===== src/rtl/sic_pkg.sv =====
package sic_pkg;
  localparam int ADDR_W = 8;
  localparam int PIN_W  = 6;
  localparam int VEC_W  = 8;

  localparam logic [ADDR_W-1:0] A_CFG  = 8'h00;
  localparam logic [ADDR_W-1:0] A_INV  = 8'h01;
  localparam logic [ADDR_W-1:0] A_EDG  = 8'h02;
  localparam logic [ADDR_W-1:0] A_BOTH = 8'h03;
  localparam logic [ADDR_W-1:0] A_CMD  = 8'h04;
  localparam logic [ADDR_W-1:0] A_MCLR = 8'h05;
  localparam logic [ADDR_W-1:0] A_MSET = 8'h06;
  localparam logic [ADDR_W-1:0] A_MASK = 8'h07;
  localparam logic [ADDR_W-1:0] A_PEND = 8'h08;
  localparam logic [1:0] BANK_ROUTE = 2'b01;
  localparam logic [1:0] BANK_DEST  = 2'b10;

  typedef struct packed {
    logic             to_pin;
    logic             to_nmi;
    logic             to_aux;
    logic [PIN_W-1:0] pin;
  } route_t;
endpackage


===== src/rtl/sic_src_cond.sv =====
module sic_src_cond (
  input  logic clk,
  input  logic rst,
  input  logic in_raw,
  input  logic inv,
  input  logic edge_sel,
  input  logic both,
  input  logic sw_set,
  input  logic sw_clr,
  output logic pend_o
);
  logic sync1_q, sync2_q, lvl_q, latch_q;
  logic lvl, hw_edge;

  assign lvl     = sync2_q ^ inv;
  assign hw_edge = edge_sel & (both ? (lvl ^ lvl_q) : (lvl & ~lvl_q));
  assign pend_o  = edge_sel ? latch_q : lvl;

  always_ff @(posedge clk) begin
    if (rst) begin
      sync1_q <= 1'b0;
      sync2_q <= 1'b0;
      lvl_q   <= 1'b0;
      latch_q <= 1'b0;
    end else begin
      sync1_q <= in_raw;
      sync2_q <= sync1_q;
      lvl_q   <= lvl;
      if (hw_edge || sw_set)
        latch_q <= 1'b1;
      else if (sw_clr)
        latch_q <= 1'b0;
    end
  end


  latch_hold_chk: assert property (@(posedge clk) disable iff (rst)
    (latch_q && !sw_clr) |=> latch_q);

  latch_clr_chk: assert property (@(posedge clk) disable iff (rst)
    (sw_clr && !hw_edge && !sw_set) |=> !latch_q);

  latch_cause_chk: assert property (@(posedge clk) disable iff (rst)
    $rose(latch_q) |-> $past(hw_edge || sw_set));
endmodule


===== src/rtl/sic_router.sv =====
module sic_router
  import sic_pkg::*;
#(
  parameter int NUM_SRC = 32,
  parameter int NUM_PIN = 6,
  parameter int NUM_CTX = 4
) (
  input  logic                              clk,
  input  logic                              rst,
  input  logic [NUM_SRC-1:0]                active,
  input  route_t                            routes [NUM_SRC],
  input  logic [NUM_SRC-1:0][NUM_CTX-1:0]   dest,
  output logic [NUM_CTX-1:0][NUM_PIN-1:0]   pin_q,
  output logic [NUM_CTX-1:0]                nmi_q,
  output logic [NUM_CTX-1:0]                aux_q,
  output logic [NUM_CTX-1:0][VEC_W-1:0]     vec_q
);
  logic [NUM_CTX-1:0][NUM_PIN-1:0] pin_d;
  logic [NUM_CTX-1:0]              nmi_d, aux_d;
  logic [NUM_CTX-1:0][VEC_W-1:0]   vec_d;

  always_comb begin
    pin_d = '0;
    nmi_d = '0;
    aux_d = '0;
    vec_d = '0;
    for (int c = 0; c < NUM_CTX; c++) begin
      for (int s = 0; s < NUM_SRC; s++) begin
        if (active[s] && dest[s][c]) begin
          if (routes[s].to_nmi) nmi_d[c] = 1'b1;
          if (routes[s].to_aux) aux_d[c] = 1'b1;
          for (int p = 0; p < NUM_PIN; p++)
            if (routes[s].to_pin && routes[s].pin == PIN_W'(p))
              pin_d[c][p] = 1'b1;
        end
      end
      for (int p = 0; p < NUM_PIN; p++)
        if (pin_d[c][p]) vec_d[c] = VEC_W'(p + 1);
    end
  end

  always_ff @(posedge clk) begin
    if (rst) begin
      pin_q <= '0;
      nmi_q <= '0;
      aux_q <= '0;
      vec_q <= '0;
    end else begin
      pin_q <= pin_d;
      nmi_q <= nmi_d;
      aux_q <= aux_d;
      vec_q <= vec_d;
    end
  end

  for (genvar c = 0; c < NUM_CTX; c++) begin : g_chk

    vec_idle_chk: assert property (@(posedge clk) disable iff (rst)
      (pin_q[c] == '0) |-> (vec_q[c] == '0));

    vec_range_chk: assert property (@(posedge clk) disable iff (rst)
      (pin_q[c] != '0) |-> (vec_q[c] != '0 && vec_q[c] <= VEC_W'(NUM_PIN)));
  end
endmodule


===== src/rtl/sic_ctrl.sv =====
module sic_ctrl
  import sic_pkg::*;
#(
  parameter int NUM_SRC = 32,
  parameter int NUM_PIN = 6,
  parameter int NUM_CTX = 4
) (
  input  logic                       clk,
  input  logic                       rst,
  input  logic [NUM_SRC-1:0]         irq_in,
  input  logic                       bus_wr,
  input  logic [7:0]                 bus_addr,
  input  logic [31:0]                bus_wdata,
  output logic [31:0]                bus_rdata,
  output logic [NUM_CTX*NUM_PIN-1:0] ctx_pin_o,
  output logic [NUM_CTX-1:0]         ctx_nmi_o,
  output logic [NUM_CTX-1:0]         ctx_aux_o,
  output logic [NUM_CTX*VEC_W-1:0]   ctx_vec_o
);
  localparam logic [31:0] CFG_WORD = {8'h00, 8'(NUM_SRC), 8'h00, 8'(NUM_CTX)};

  logic [NUM_SRC-1:0] inv_q, edg_q, both_q, mask_q, pend;
  logic [NUM_SRC-1:0] sw_set, sw_clr;
  route_t             routes [NUM_SRC];
  logic [NUM_SRC-1:0][NUM_CTX-1:0] dest_q;
  logic [31:0]        rd_d;
  logic               wr_cmd;

  assign wr_cmd = bus_wr && bus_addr == A_CMD;

  always_ff @(posedge clk) begin
    if (rst) begin
      inv_q  <= '0;
      edg_q  <= '0;
      both_q <= '0;
      mask_q <= '0;
    end else if (bus_wr) begin
      case (bus_addr)
        A_INV:  inv_q  <= bus_wdata[NUM_SRC-1:0];
        A_EDG:  edg_q  <= bus_wdata[NUM_SRC-1:0];
        A_BOTH: both_q <= bus_wdata[NUM_SRC-1:0];
        A_MSET: mask_q <= mask_q | bus_wdata[NUM_SRC-1:0];
        A_MCLR: mask_q <= mask_q & ~bus_wdata[NUM_SRC-1:0];
        default: ;
      endcase
    end
  end

  for (genvar s = 0; s < NUM_SRC; s++) begin : g_src
    logic hit_cmd;
    assign hit_cmd   = wr_cmd && bus_wdata[7:0] == 8'(s);
    assign sw_set[s] = hit_cmd && bus_wdata[31];
    assign sw_clr[s] = hit_cmd && !bus_wdata[31];

    always_ff @(posedge clk) begin
      if (rst) begin
        routes[s] <= '0;
        dest_q[s] <= '0;
      end else if (bus_wr && bus_addr[5:0] == 6'(s)) begin
        if (bus_addr[7:6] == BANK_ROUTE)
          routes[s] <= '{to_pin: bus_wdata[31], to_nmi: bus_wdata[30],
                         to_aux: bus_wdata[29], pin: bus_wdata[PIN_W-1:0]};
        else if (bus_addr[7:6] == BANK_DEST)
          dest_q[s] <= bus_wdata[NUM_CTX-1:0];
      end
    end

    sic_src_cond i_cond (
      .clk      (clk),
      .rst      (rst),
      .in_raw   (irq_in[s]),
      .inv      (inv_q[s]),
      .edge_sel (edg_q[s]),
      .both     (both_q[s]),
      .sw_set   (sw_set[s]),
      .sw_clr   (sw_clr[s]),
      .pend_o   (pend[s])
    );
  end

  always_comb begin
    rd_d = '0;
    case (bus_addr)
      A_CFG:  rd_d = CFG_WORD;
      A_INV:  rd_d = 32'(inv_q);
      A_EDG:  rd_d = 32'(edg_q);
      A_BOTH: rd_d = 32'(both_q);
      A_MASK: rd_d = 32'(mask_q);
      A_PEND: rd_d = 32'(pend);
      default: begin
        for (int s = 0; s < NUM_SRC; s++) begin
          if (bus_addr[5:0] == 6'(s)) begin
            if (bus_addr[7:6] == BANK_ROUTE)
              rd_d = {routes[s].to_pin, routes[s].to_nmi, routes[s].to_aux,
                      {(29-PIN_W){1'b0}}, routes[s].pin};
            else if (bus_addr[7:6] == BANK_DEST)
              rd_d = 32'(dest_q[s]);
          end
        end
      end
    endcase
  end

  always_ff @(posedge clk) begin
    if (rst) bus_rdata <= '0;
    else     bus_rdata <= rd_d;
  end

  logic [NUM_CTX-1:0][NUM_PIN-1:0] pin_q;
  logic [NUM_CTX-1:0][VEC_W-1:0]   vec_q;

  sic_router #(.NUM_SRC(NUM_SRC), .NUM_PIN(NUM_PIN), .NUM_CTX(NUM_CTX)) i_router (
    .clk    (clk),
    .rst    (rst),
    .active (pend & mask_q),
    .routes (routes),
    .dest   (dest_q),
    .pin_q  (pin_q),
    .nmi_q  (ctx_nmi_o),
    .aux_q  (ctx_aux_o),
    .vec_q  (vec_q)
  );

  for (genvar c = 0; c < NUM_CTX; c++) begin : g_out
    assign ctx_pin_o[c*NUM_PIN +: NUM_PIN] = pin_q[c];
    assign ctx_vec_o[c*VEC_W +: VEC_W]     = vec_q[c];
  end


  mask_set_chk: assert property (@(posedge clk) disable iff (rst)
    (bus_wr && bus_addr == A_MSET) |=>
      ((mask_q & $past(bus_wdata[NUM_SRC-1:0])) == $past(bus_wdata[NUM_SRC-1:0])));

  mask_clr_chk: assert property (@(posedge clk) disable iff (rst)
    (bus_wr && bus_addr == A_MCLR) |=>
      ((mask_q & $past(bus_wdata[NUM_SRC-1:0])) == '0));

  mask_stable_chk: assert property (@(posedge clk) disable iff (rst)
    !(bus_wr && (bus_addr == A_MSET || bus_addr == A_MCLR)) |=> $stable(mask_q));

  masked_quiet_chk: assert property (@(posedge clk) disable iff (rst)
    (mask_q == '0) |=> (ctx_pin_o == '0 && ctx_nmi_o == '0 && ctx_aux_o == '0));
endmodule


===== config.mk =====
export PLATFORM = sky130hd
export DESIGN_NAME = sic_ctrl
export DESIGN_NICKNAME = d
export VERILOG_FILES = /design/src/rtl/sic_pkg.sv /design/src/rtl/sic_src_cond.sv /design/src/rtl/sic_router.sv /design/src/rtl/sic_ctrl.sv
export SDC_FILE = /design/constraint.sdc
export NUM_CORES = 2
export LEC_CHECK = 0
export BUFFER_PORTS_ARGS = -buffer_cell sky130_fd_sc_hd__buf_2
export CELL_PAD_IN_SITES_DETAIL_PLACEMENT = 1
export CELL_PAD_IN_SITES_GLOBAL_PLACEMENT = 2
export CORE_MARGIN = 2
export CORE_UTILIZATION = 39
export CTS_BUF_LIST = sky130_fd_sc_hd__clkbuf_8
export CTS_CLUSTER_SIZE = 8
export DETAILED_ROUTE_END_ITERATION = 8
export PLACE_DENSITY_LB_ADDON = 0.1
export SLEW_MARGIN = 0
export SYNTH_ARGS = -nofsm -noshare
export SYNTH_HDL_FRONTEND = slang
export SYNTH_SLANG_ARGS = --single-unit

===== constraint.sdc =====
create_clock -name clk -period 3.05 [get_ports clk]
set_clock_uncertainty 0.2 [all_clocks]
set_input_delay 0.1525 -clock clk [delete_from_list [all_inputs] [get_ports clk]]
set_output_delay 0.1525 -clock clk [all_outputs]
set_load 0.01 [all_outputs]

==> impl_metrics.py, run 1 <==
metrics = {
    "outcome": {
        "status": "stopped before the end",
        "stop_stage": "global routing",
        "stop_error": "[ERROR GRT-0232] Routing congestion too high. Check the congestion heatmap in the GUI.",
    },
    "clock_tree": {
        "cts_root_buffer": "clkbuf_8",
        "clock_sinks": 748,
        "cts_buffer_depth": 3,
        "htreeDepth": 4,
        "numCtsBuffers": 137,
    },
    "placed_design": {
        "dp_hpwl_um": 242200,
        "gp_congestion": 1.337,
        "post-place-ws_ps": -1560,
        "dp.cells": 7283,
        "port_buffers": 150,
    },
    "floorplanning": {
        "die_w_um": 323.9,
        "dieHeight_um": 323.9,
        "initial_core_util_pct": 39.29,
        "ios": 171,
        "row_count": 117,
    },
    "sta": {
        "endpoint_type": "register input",
        "worst_endpoint": "i_router.vec_q[24]$_SDFF_PP0_/D",
    },
    "global_routing": {
        "grt_max_degree": 170,
        "grtUsageTotal_pct": 71.30,
        "grt_overflow": 8,
    },
    "logic_synthesis": {
        "synth-seq-cells": 748,
        "synth_edf_count": 0,
        "yosys_warnings": 0,
        "synthFlopType": "dfxtp_1",
        "ys_types": 87,
        "syn_inst": 5135,
        "async_flop_share_pct": 0,
        "yosysSeqAreaShare_pct": 37.51,
        "syn-cell-area_sq_mm": 0.03992,
        "syn_area_per_cell_sq_um": 7.774,
    },
}
cell families after synthesis:
group | share of synthesized area (%)
fa+ha+maj | 1.003
compound gates | 27.85
xor+xnor | 0.7397
flops | 37.51
mux | 2.592
buf+inv | 4.570
simple gates | 25.73
other cells | 0.009394
metrics by stage:
step	utilization [%]	cell area (sq um)	hold WS, ps	setup TNS (ps)
global placement	48.69	49460	158.2	-5157
detailed placement	48.69	49470	167.8	-3705
CTS	53.17	54020	6.708	0
floorplan	-	39990	62.22	0
cell usage after synthesis, types with 10 or more instances:
library cell / number / area [sq um]
dfxtp_1: 748 / 14970
a221oi_1: 38 / 332.8
nor2_1: 336 / 1261
or4bb_1: 20 / 225.2
or4b_1: 24 / 240.2
o311ai_0: 15 / 131.4
o211ai_1: 29 / 217.7
buf_2: 37 / 185.2
nor3b_1: 34 / 255.2
o21ai_0: 56 / 280.3
nand4_1: 20 / 125.1
a22oi_1: 106 / 795.8
mux2i_1: 91 / 910.9
nand2b_1: 38 / 237.7
nand3_1: 176 / 880.8
a311oi_1: 39 / 341.6
o22a_1: 20 / 175.2
a21oi_1: 589 / 2948
a221o_1: 11 / 110.1
nor4_1: 75 / 469.2
a22o_1: 10 / 87.58
buf_4: 21 / 157.7
nor2b_1: 73 / 456.7
inv_1: 124 / 465.5
o2111ai_2: 22 / 330.3
a21o_1: 27 / 202.7
ha_1: 32 / 400.4
o22ai_1: 458 / 2865
nor4b_2: 17 / 255.2
a222oi_1: 39 / 390.4
xor2_1: 30 / 262.8
o221ai_1: 17 / 148.9
nor3_1: 28 / 140.1
and2_1: 37 / 231.5
nor4b_1: 20 / 175.2
clkbuf_1: 253 / 949.7
o2111ai_1: 103 / 902.1
buf_1: 15 / 56.30
a31oi_1: 24 / 150.1
nand2_1: 1045 / 3923
nand3b_1: 36 / 270.3
or4_1: 10 / 75.07
nand4b_1: 64 / 560.5
layer usage:
| layer | overflow | GRT usage, % |
|---|---|---|
| met4 | 4 | 69.00 |
| met1 | 0 | 73.55 |
| met3 | 0 | 53.76 |
| met5 | 0 | 28.10 |
| met2 | 4 | 87.37 |
timing repair:
item	4_1_cts
setup endpoints to repair	15
buffers inserted	1
endpoints found under the hold margin	672
resized for setup	13
hold buffers	174
pin swaps	2
==> inputs of run 2 (changes only) <==
CELL_PAD_IN_SITES_DETAIL_PLACEMENT = default   (was 1)
CELL_PAD_IN_SITES_GLOBAL_PLACEMENT = default   (was 2)
CORE_UTILIZATION = 30   (was 39)
CTS_BUF_LIST = default   (was sky130_fd_sc_hd__clkbuf_8)
CTS_CLUSTER_SIZE = default   (was 8)
PLACE_DENSITY_LB_ADDON = 0.15   (was 0.1)
==> run 2 against run 1 <==
  * Synthesized area did not move
  * The flow now finishes, with violations (negative setup slack)
  * Synthesized cell count unchanged
==> impl_metrics.py, run 2 <==
metrics = {
    "clock_tree": {
        "clock_sinks": 748,
        "numCtsBuffers": 89,
        "cts_root_buffer": "clkbuf_16",
        "cts_buffer_depth": 3,
        "cts_tree": "built",
        "htreeDepth": 3,
        "clk_latency_ps": 780,
        "clkTransAtPathRegs_ps": 60,
    },
    "power_and_ir_drop": {
        "ir_worst_vdd_mv": 0.4333,
        "leakage_nw": 20.94,
        "power_density_mw_per_mm2": 377.3,
    },
    "routing": {
        "firstDrtPassIters": 9,
        "ant_nets": 0,
        "met3WireLength_um": 47830,
        "wl_met2_um": 142100,
        "vias_per_cell": 6.626,
        "vias": 55490,
        "top_layer_used": "met5",
        "drc_errors": 0,
        "wl_met1_um": 138800,
        "wl_per_cell_um": 43.65,
        "drtIter0Drc": 9200,
        "routed_wirelength_um": 365600,
    },
    "sta": {
        "hold_viol_final": 0,
        "worst_pin_slew_ps": 1133,
        "fin_ws_ps": -96.02,
        "drv_slew": 0,
        "rsz0062_at_grt": "true",
        "max_freq_mhz": 317.9,
        "setup_viol": 15,
        "fin_crit_sh_pct": 103.1,
        "min_period_ps": 3146,
        "setup_tns_ps": -623.9,
        "maxSlewHeadroom_pct": 23.41,
    },
    "placed_design": {
        "dp_hpwl_um": 284400,
        "dpl_cell_area_sq_mm": 0.05338,
        "post-place-ws_ps": -421.4,
        "port_buffers": 150,
        "gp_congestion": 1.195,
    },
    "setup_path": {
        "startpoint_type": "flip-flop",
        "max_stage_delay_ps": 640,
        "worstPathRequired_ps": 3540,
        "path_cells": "or4b_4 > or4b_4 > o22ai_4 > nor4_2 > nand4_1 > buf_4 > nor3_1 > or3_1 > a21oi_2",
        "cpMostUsedCell": "or4b_4",
        "cp_slowest_cell": "or4b_4",
        "crit_arrival_ps": 3630,
        "cp-startpoint": "routes[5]",
        "endpoint_kind": "flip-flop",
        "path_max_fanout": 2,
        "crit_type": "flip-flop to flip-flop",
        "worstReg2RegStart": "routes[5]",
    },
    "logic_synthesis": {
        "synth.most_common_cell": "nand2_1",
        "synthFlopType": "dfxtp_1",
        "syn-cell-area_sq_mm": 0.03992,
        "netlist.area_leader.share_pct": 37.51,
        "yosys_warnings": 0,
        "yosys.area.top_type": "dfxtp_1",
        "async_flop_share_pct": 0,
        "synth.area.top_cells": "dfxtp_1 38%, nand2_1 9.8%, a21oi_1 7.4%",
        "synth_edf_count": 0,
        "syn_area_per_cell_sq_um": 7.774,
        "yosysSeqAreaShare_pct": 37.51,
        "syn_inst": 5135,
        "synth.cells.most_frequent": "1045 x nand2_1, 748 x dfxtp_1, 589 x a21oi_1",
        "synth-seq-cells": 748,
        "ys_types": 87,
    },
    "cells_and_area": {
        "regMostFlops": "routes",
        "postLayoutCellArea_sq_mm": 0.05909,
        "largestRegisters": "routes (288), dest_q (128)",
        "layout-drive-gt1-share_pct": 28.01,
        "final_util_pct": 44.84,
        "nets": 6636,
        "final_common_cell": "buf_4",
        "mostFrequentLayoutCells": "1138 x buf_4, 1043 x nand2_1, 723 x dfxtp_1, 587 x a21oi_1, 437 x o22ai_1",
        "largest_register_ffs": 288,
        "fillers": 13165,
        "area.growth.synth_to_final_pct": 48.03,
    },
    "outcome": {
        "violations": "negative setup slack",
        "status": "finished, violations left",
    },
    "global_routing": {
        "grt_overflow": 0,
        "grt_pass1_wl_um": 473300,
        "antenna_found_initial": 51,
        "first_global_vias": 49822,
        "grtUsageTotal_pct": 51.84,
        "grt_max_degree": 172,
    },
    "floorplanning": {
        "row_count": 133,
        "initial_core_util_pct": 30.29,
        "dieHeight_um": 368.8,
        "ios": 171,
        "core-area_sq_mm": 0.1318,
        "die_area_sq_mm": 0.1360,
        "die_w_um": 368.8,
    },
    "worst_hold_path": {
        "hold_class": "primary input to flip-flop",
        "hp-start": "irq_in[31]",
    },
    "flow_run": {
        "max_cap_viol_count": 0,
    },
}
## run 2: cell counts after synthesis
No cell type changed its count.
## run 2: report_power, final
group	internal [mW]	total (mW)	switching, mW
registers	9.83	9.87	0.0448
clock network	6.16	11.0	4.86
logic	0.443	1.41	0.964
## run 2: metal layers
layer / track usage (%) / up-vias
met5: 1.175 / -
li1: - / 22016
met4: 42.43 / 42
met3: 20.97 / 1490
met1: 63.58 / 27226
met2: 70.31 / 4716
## run 2: final timing paths
kind,to,slack [ps],cells after the start
max,i_router.vec_q[1],-100,9
min reg2reg,g_src[6].i_cond.sync2_q,240,1
max reg2reg,i_router.vec_q[1],-100,9
min,g_src[31].i_cond.sync1_q,30,3
## run 2: kinds of logic (layout without fill, tap and decap cells)
family | Yosys count | count (layout) | share of synthesized area [%]
xor+xnor | 32 | 32 | 0.7397
other cells | 1 | 49 | 0.009394
fa+ha+maj | 32 | 32 | 1.003
buf+inv | 452 | 1889 | 4.570
flops | 748 | 748 | 37.51
mux | 97 | 97 | 2.592
simple gates | 2104 | 2104 | 25.73
compound gates | 1669 | 1669 | 27.85
## run 2: cell type report
cell class	instances	area, sq um	area share, %
Antenna cell	29	72.57	0.1228
Clock buffer	126	2579	4.364
Clock inverter	27	330.3	0.5590
Inverter	124	465.4	0.7877
Multi-Input combinational cell	3954	24210	40.97
Sequential cell	748	15020	25.41
Tap cell	1755	2196	3.716
Timing Repair Buffer	1612	14220	24.07
## run 2: through the flow
| stage | std cells | hold slack [ps] | power (mW) |
|---|---|---|---|
| finish | 8375 | 25.29 | 22.29 |
| CTS | 8313 | 1.931 | 22.22 |
| global route | 8348 | 18.25 | 22.68 |
| detailed placement | 8024 | 168.2 | 11.28 |
| global placement | 8023 | 160.1 | 11.27 |
| floorplan | 5154 | 62.22 | 10.61 |
## run 2: timing repair
item                                    CTS  global route
buffers inserted                          4            38
gates resized for setup                  41           174
pin swaps                                15            47
endpoints found under the setup margin   27            27
hold endpoints to repair                462             0
hold buffers                            135             0
## run 2: critical path: cells and delay by family (launching register included)
kind | cells | cell delay (ps)
AND/OR/NAND/NOR | 6 | 1990
flip-flops | 1 | 320
buffers and inverters | 1 | 170
AO/OA/AOI/OAI | 2 | 360
No activity file was read; power rests on OpenSTA's default activity.
